<file path="src/rtl/mf2fx_pkg.sv">
package mf2fx_pkg;

    typedef enum logic [2:0] {
        CLS_ZERO   = 3'd0,
        CLS_DENORM = 3'd1,
        CLS_NORMAL = 3'd2,
        CLS_INF    = 3'd3,
        CLS_NAN    = 3'd4
    } fp_class_e;

endpackage

</file>
<file path="src/rtl/mf2fx_classify.sv">
module mf2fx_classify #(
    parameter int EXP_W  = 3,
    parameter int FRAC_W = 2,
    localparam int CODE_W = 1 + EXP_W + FRAC_W
) (
    input  logic [CODE_W-1:0]     code_i,
    output logic                  sign_o,
    output logic [EXP_W-1:0]      exp_o,
    output logic [FRAC_W-1:0]     frac_o,
    output mf2fx_pkg::fp_class_e  cls_o
);
    import mf2fx_pkg::*;

    always_comb begin
        sign_o = code_i[CODE_W-1];
        exp_o  = code_i[FRAC_W +: EXP_W];
        frac_o = code_i[FRAC_W-1:0];
        if (&exp_o) begin
            cls_o = (|frac_o) ? CLS_NAN : CLS_INF;
        end else if (~|exp_o) begin
            cls_o = (|frac_o) ? CLS_DENORM : CLS_ZERO;
        end else begin
            cls_o = CLS_NORMAL;
        end
    end

endmodule

</file>
<file path="src/rtl/mf2fx_magnitude.sv">
module mf2fx_magnitude #(
    parameter int EXP_W  = 3,
    parameter int FRAC_W = 2,
    localparam int MAG_W = FRAC_W + (1 << EXP_W) - 2
) (
    input  logic [EXP_W-1:0]      exp_i,
    input  logic [FRAC_W-1:0]     frac_i,
    input  mf2fx_pkg::fp_class_e  cls_i,
    output logic [MAG_W-1:0]      mag_o
);
    import mf2fx_pkg::*;

    logic [MAG_W-1:0] sig_ext;
    logic [EXP_W-1:0] shamt;

    always_comb begin
        sig_ext = MAG_W'({1'b1, frac_i});
        shamt   = exp_i - EXP_W'(1);
        unique case (cls_i)
            CLS_DENORM: mag_o = MAG_W'(frac_i);
            CLS_NORMAL: mag_o = sig_ext << shamt;
            CLS_INF:    mag_o = '1;
            default:    mag_o = '0;
        endcase
    end

endmodule

</file>
<file path="src/rtl/mf2fx_negate.sv">
module mf2fx_negate #(
    parameter int MAG_W = 8,
    localparam int OUT_W = MAG_W + 1
) (
    input  logic                    neg_i,
    input  logic [MAG_W-1:0]        mag_i,
    output logic signed [OUT_W-1:0] fx_o
);
    logic [OUT_W-1:0] ext;

    always_comb begin
        ext  = {1'b0, mag_i};
        fx_o = neg_i ? $signed(~ext + OUT_W'(1)) : $signed(ext);
    end

endmodule

</file>
<file path="src/rtl/mf2fx.sv">
module mf2fx #(
    parameter int EXP_W  = 3,
    parameter int FRAC_W = 2,
    localparam int CODE_W = 1 + EXP_W + FRAC_W,
    localparam int MAG_W  = FRAC_W + (1 << EXP_W) - 2,
    localparam int OUT_W  = MAG_W + 1
) (
    input  logic                    clk,
    input  logic                    rst,
    input  logic                    in_vld,
    input  logic [CODE_W-1:0]       in_code,
    output logic                    out_vld,
    output logic signed [OUT_W-1:0] out_fx,
    output logic                    out_inf,
    output logic                    out_nan
);
    import mf2fx_pkg::*;

    typedef struct packed {
        logic signed [OUT_W-1:0] fx;
        logic                    inf;
        logic                    nan;
        logic                    vld;
    } conv_state_t;

    conv_state_t st_d, st_q;

    logic                    sign_w;
    logic [EXP_W-1:0]        exp_w;
    logic [FRAC_W-1:0]       frac_w;
    fp_class_e               cls_w;
    logic [MAG_W-1:0]        mag_w;
    logic signed [OUT_W-1:0] fx_w;

    mf2fx_classify #(.EXP_W(EXP_W), .FRAC_W(FRAC_W)) u_classify (
        .code_i (in_code),
        .sign_o (sign_w),
        .exp_o  (exp_w),
        .frac_o (frac_w),
        .cls_o  (cls_w)
    );

    mf2fx_magnitude #(.EXP_W(EXP_W), .FRAC_W(FRAC_W)) u_magnitude (
        .exp_i  (exp_w),
        .frac_i (frac_w),
        .cls_i  (cls_w),
        .mag_o  (mag_w)
    );

    mf2fx_negate #(.MAG_W(MAG_W)) u_negate (
        .neg_i (sign_w),
        .mag_i (mag_w),
        .fx_o  (fx_w)
    );

    always_comb begin
        st_d     = st_q;
        st_d.vld = in_vld;
        if (in_vld) begin
            st_d.fx  = fx_w;
            st_d.inf = (cls_w == CLS_INF);
            st_d.nan = (cls_w == CLS_NAN);
        end
    end

    always_ff @(posedge clk) begin
        if (rst) begin
            st_q <= '0;
        end else begin
            st_q <= st_d;
        end
    end

    assign out_vld = st_q.vld;
    assign out_fx  = st_q.fx;
    assign out_inf = st_q.inf;
    assign out_nan = st_q.nan;

endmodule

</file>
<file path="config.mk">
export PLATFORM = sky130hd
export DESIGN_NAME = mf2fx
export DESIGN_NICKNAME = d
export VERILOG_FILES = /design/src/rtl/mf2fx_pkg.sv /design/src/rtl/mf2fx_classify.sv /design/src/rtl/mf2fx_magnitude.sv /design/src/rtl/mf2fx_negate.sv /design/src/rtl/mf2fx.sv
export SDC_FILE = /design/constraint.sdc
export NUM_CORES = 1
export LEC_CHECK = 0
export ABC_CLOCK_PERIOD_IN_PS = 3560
export BUFFER_PORTS_ARGS = -buffer_cell sky130_fd_sc_hd__clkbuf_2
export CAP_MARGIN = 0
export CELL_PAD_IN_SITES_DETAIL_PLACEMENT = 0
export CELL_PAD_IN_SITES_GLOBAL_PLACEMENT = 2
export CORE_MARGIN = 3
export CORE_UTILIZATION = 33
export CTS_CLUSTER_DIAMETER = 60
export CTS_CLUSTER_SIZE = 20
export DETAILED_ROUTE_END_ITERATION = 10
export HOLD_SLACK_MARGIN = 0.06
export PLACE_DENSITY_LB_ADDON = 0.1
export SETUP_SLACK_MARGIN = 0.05
export SYNTH_ARGS = -nofsm -noshare
export SYNTH_HDL_FRONTEND = slang
export SYNTH_SLANG_ARGS = --single-unit
</file>
<file path="constraint.sdc">
create_clock -name clk -period 3.56 [get_ports clk]
set_input_delay 0.712 -clock clk [delete_from_list [all_inputs] [get_ports clk]]
set_output_delay 0.712 -clock clk [all_outputs]
set_load 0.1 [all_outputs]
</file>
======== Word-level counts from Yosys, hierarchy flattened ========
Index checks and enable logic that the tools add are counted.
storage, ports and cells
  register bits ........................... 12
  bits in latches ......................... 0
  memory bits (writable) .................. 0
  ROM bits ................................ 0
  input bits .............................. 9
  output and inout bits ................... 12
  logic and storage cells ................. 21
  memories kept ........................... 0
operators by class
  add/subtract/negate cells ............... 2
  multiply operators ...................... 0
  divide/modulo/power cells ............... 0
  magnitude comparators ................... 0
  equality and inequality tests ........... 4
  shifts and indexed selects .............. 1
  multiplexer cells ....................... 6
  bitwise operators ....................... 1
  reduce and logical (&&, ||, !) cells .... 3
operators with widths
  cell                                                 number
  case mux 8 bit (3 select lines)                      1
  adder 9 x 1 -> 9 bit, second input constant          1
  2-to-1 mux 3 bit                                     3
  2-to-1 mux 9 bit                                     1
  NOT 8 -> 9 bit                                       1
  << shifter 3 x 3 -> 8 bit                            1
  equality test 3 x 2 -> 1 bit, second input constant  2
  equality test 3 x 1 -> 1 bit, second input constant  1
  equality test 3 bit, second input constant           1
  AND reduction 3 bit                                  1
  OR reduction 3 bit                                   1
  subtractor 3 x 1 -> 3 bit, second input constant     1
  OR reduction 2 bit                                   1
  2-to-1 mux 1 bit                                     1

======== Longest topological paths before layout ========
  word-level depth ........................ 9
  gate-level depth with buffers ........... 13
  depth with buffers taken out ............ 11

======== Cells and area by module ========
Synthesis repeated with hierarchy kept, for this count alone.
second synthesis, totals
  cell total of the unflattened synthesis .. 114
  area, all modules ....................... 942.2 um2
by module, submodules not included
  module           instances  cells each  area each (um2)
  mf2fx            1          39          429.2
  mf2fx_magnitude  1          39          247.7
  mf2fx_negate     1          24          178.9
  mf2fx_classify   1          12          86.3

======== Worst setup path after synthesis ========
No wires, ideal clock.
  kind .................................... input -> register
  start point ............................. in in_code[2]
  end point ............................... reg st_q, in the netlist out_fx[2]
  library setup time ...................... 128 ps
  arrival ................................. 2,412 ps
  data required time ...................... 3,432 ps
  path slack .............................. 1,020 ps
  stages .................................. 12
  buffers on the path ..................... 2
  path through ............................ buf_6 -> inv_1 -> ha_1 -> buf_4 -> o31a_1 -> o21ai_0 -> a21oi_1 -> ha_1 -> nand2b_1 -> xnor2_1 -> mux2i_1 -> nor2_1
on the way
  word-level cells in the longest chain between the ends .. 8
  elaborated cells between the ends (all ways) .. 13
  those cells by class .................... add/sub: 2; eq/ne: 3; shift: 1; mux: 4; bitwise: 1; reduce/logical: 2
RTL lines
  item                                                                               line                   RTL
  start, declared                                                                    mf2fx.sv:11            input logic [CODE_W-1:0] in_code,
  parallel branches: the longest is 4 deep, another holds subtractor 3 x 1 -> 3 bit  n/a
  case mux 8 bit (3 select lines) *                                                  mf2fx_magnitude.sv:19  unique case (cls_i)
  NOT 8 -> 9 bit                                                                     mf2fx_negate.sv:13     fx_o = neg_i ? $signed(~ext + OUT_W'(1)) : $signed(ext);
  adder 9 x 1 -> 9 bit                                                               mf2fx_negate.sv:13
  2-to-1 mux 9 bit *                                                                 mf2fx_negate.sv:13
  end signal, assigned                                                               mf2fx.sv:70            st_q <= st_d;
  end, declared                                                                      mf2fx.sv:26            conv_state_t st_d, st_q;
Every way passes the cells marked *.
A chain may end at the register's enable or synchronous reset.

======== Final worst setup path ========
  start point ............................. in in_code[2]
  end point ............................... reg st_q, in the netlist out_fx[6]
The elaborated chain is that of the path after synthesis.

==> impl_results.md <==
- Post-synthesis register bit count: 12
- Met1 track demand over resource: 0.196
- Cell seen most often among critical-path stages: sky130_fd_sc_hd__ha_1
- Clock buffer depth: 2
- Type of element capturing the critical path: flip-flop
- Data required time at the worst endpoint: approximately 3800 ps
- Capture instance of the worst register-to-register path: out_fx[5]
- Number of max-cap violations: 0
- DRC violations left: 0
- Leftover overflow at the end of global routing: 0
- Worst path arrival time: around 2800 ps
- Fmax: 0.379 GHz
- TritonCTS clock tree: built
- Worst Hold Depth: 2
- Final Total Pwr: 0.000414 W
- Core region area: 2830 sq um
- Startpoint of the lowest-slack hold path: out_nan
- Number of ports placed on the die boundary: 21
- Sequential-to-total area share from yosys stat: 0.240
- Number of buffers added to fix hold violations after cts: 0
- Worst slew margin relative to its limit: 0.640
- Yosys warns: 0
- Async set-reset flop share out of synthesis: 0
- Total clock buffers created by CTS: 3
- Setup Viol. Count Final: 0
- Place WS: 705 ps
- Crit share post-route: 0.742
- Largest stage delay, worst path: around 320 ps
- Reg2Reg Setup Slack: about 2800 ps
- Share of layout cells above drive strength 1: 0.204
- First-pass detailed-route iteration total: 4
- Routed length per placed instance: 13.8 um
- Average cell area after synthesis: 7.76 sq um
- Clock transition at the register clock pins on the worst setup and hold paths after CTS: 70 ps
- Path category of the worst min-delay check: flip-flop to flip-flop
- Post-DR vias/cell: 5.73
- Path type of the worst setup path: input pin to flip-flop
- Cell area power density: 377 nW/um^2
- Iter 0 DRT Violations: 45
- Net count reported at finish: between 150 and 200
- Dominant synthesized flop cell: sky130_fd_sc_hd__dfxtp_1
- Synth top area share: 0.240
- Final critical-path setup slack: ~920 ps
- Detailed placer's ending HPWL: 1820 um
- Setup crit start: in_code[2]
- All-layer global routing usage: 0.138
- Floorplan die height: 61.1 um
- Vias post-DR: about 1000
- Cell Rows: 19
- Synth unique cells: 45
- Max Clock Skew: 0 ps
- Maximum number of pins on one net before global-route repair: 21
- Most heavily used metal layer in global routing: met2
- Post-route ant nets: 0
- Cell breakdown of the critical path: clkbuf_2, inv_1, ha_1, nand3b_1, o31a_1, o21ai_0, a21oi_1, ha_1, nand4_1, o221a_1, o21ai_1
- Cells after Synth: approximately 130
- Chip width: 61.1 um
- Hold Worst Slack: 478 ps
- Clock sink total: 12
- Die area: 3730 sq um
- End of the worst hold path: out_nan
- Area of the mapped netlist: 1000 sq um
- Clock period minus final worst setup slack: 2640 ps
- Initial antenna violation count: 0
- Number of max-slew violations in the final report: 0
- Area added between synthesis and finish: 9.50%
- Reg2reg start: out_fx[5]
- RSZ-0062 raised after global routing: false
- CP Buf/Inv Count: 2
- Via count of the first global-routing pass: 852
- Initial Util: 0.354
- Clock insertion delay at the later pin of the skew report: 260 ps
- Mapped Nets: 142
- Aggregate negative setup slack: 0 ps
- Setup Fix Bufs, Post-CTS: 0
- Met3 layer usage reported by global route: 0.0440
- Tightest Pin Transition: approximately 540 ps
- Largest cells by area after synthesis: sky130_fd_sc_hd__dfxtp_1, sky130_fd_sc_hd__ha_1, sky130_fd_sc_hd__nor2_1
- Resized Gates After CTS: 0
- Antenna diode count: 0
- Top fanout value on the critical path: 11
- GRT met2 Usage: 0.210
- Depth of the CTS H-tree: 1
- Startpoint type of the worst setup path: input pin
- Weighted congestion at the end of routability-driven global placement: 0.833
- Detailed-route wire length: 2390 um
- Global-route wire length before repair: 3870 um
- Share of the core filled with cells: 0.387
- Root buffer cell: sky130_fd_sc_hd__clkbuf_4
- I/O Buffers: 20
- Max VDD drop: ~210 uV
- Status: finished clean
- Leak Pwr: between 0.4 and 0.5 nW
- Kind of cell adding the most delay to the critical path: compound AO/OA/AOI/OAI gates
- Count of flip-flops with a built-in enable after synthesis: 0
- R2R depth: 3
- Top cell type by total area after synthesis: sky130_fd_sc_hd__dfxtp_1
- Critical path's slowest cell: sky130_fd_sc_hd__ha_1
- Final Hold Viols: 0
metal layers:
metal | share of wire | vias up
met2 | 0.46 | 32
met1 | 0.47 | 457
met5 | 0 | -
met3 | 0.069 | 0
met4 | 0 | 0
li1 | - | 503
how the worst max path moves through the flow:
| stage | endpoint | slack [ps] | cells past startpoint |
|---|---|---|---|
| finish | out_fx[6] | 920 | 11 |
| global route | out_fx[4] | 740 | 12 |
| CTS | out_fx[4] | 980 | 12 |
| detailed placement | out_fx[4] | 700 | 12 |
| global placement | out_fx[6] | 590 | 9 |
| floorplan | out_fx[2] | 1020 | 12 |
cells by family after synthesis:
kind of cell	Yosys count	synth area share
XOR/XNOR	2	0.0175
AO/OA/AOI/OAI	38	0.243
AND/OR/NAND/NOR	54	0.314
buffers and inverters	14	0.0812
multiplexers	5	0.0550
adder cells (fa/ha/maj)	4	0.0500
flip-flops	12	0.240
tightest hold or removal path, cell delays in order (launching register included):
cell,delay [ps]
sky130_fd_sc_hd__dfxtp_1,310
sky130_fd_sc_hd__nand2b_1,60
sky130_fd_sc_hd__a21oi_1,60
flip-flops by register name (all words and copies together), names as in the netlist:
name and flops:
out_fx 9, out_inf 1, out_vld 1, out_nan 1
Yosys cell counts, drive strengths merged (2+ instances only):
cell type / n
nand3b: 3
nor3b: 2
nand2: 9
a31oi: 6
clkbuf: 3
mux2i: 4
ha: 4
inv: 4
nor2: 11
a21oi: 7
o31ai: 3
buf: 7
nand4: 4
a211oi: 4
o21ai: 10
dfxtp: 12
nand2b: 4
nand3: 6
xnor2: 2
nor2b: 5
or2: 3
cells in the final DEF (no fill, tap or decap), types with 3 or more instances in the layout:
master                     instances
sky130_fd_sc_hd__a211oi_1          4
sky130_fd_sc_hd__a21oi_1           7
sky130_fd_sc_hd__a31oi_1           6
sky130_fd_sc_hd__clkbuf_2         20
sky130_fd_sc_hd__clkbuf_4          3
sky130_fd_sc_hd__dfxtp_1          12
sky130_fd_sc_hd__ha_1              4
sky130_fd_sc_hd__inv_1             4
sky130_fd_sc_hd__mux2i_1           4
sky130_fd_sc_hd__nand2_1           8
sky130_fd_sc_hd__nand2b_1          4
sky130_fd_sc_hd__nand3_1           6
sky130_fd_sc_hd__nand3b_1          3
sky130_fd_sc_hd__nand4_1           4
sky130_fd_sc_hd__nor2_1           11
sky130_fd_sc_hd__nor2b_1           5
sky130_fd_sc_hd__o21ai_0           6
sky130_fd_sc_hd__o21ai_1           4
sky130_fd_sc_hd__o31ai_1           3
area by class of cell:
type                    count  area [sq um]
repair buffers             20           100
inverters                   4          15.0
well taps                  31          38.8
flip-flops and latches     12           240
fillers                   311          1730
clock buffers               3          22.5
multi-input cells         103           679
where the power goes:
group | total [W] | switching (W) | internal (W) | leakage [nW]
combinational | 0.000186 | 0.000136 | 0.0000495 | 0.353
sequential | 0.000148 | 0.00000413 | 0.000144 | 0.0986
clock | 0.0000802 | 0.0000412 | 0.0000390 | 0.0138
stage by stage:
stage	std cells	cell area [sq um]
after CTS	173	1100
after global placement	170	1070
after floorplan	129	1000
after detailed placement	170	1070
final	173	1100
after global routing	173	1100
(Power assumes the default switching activity.)
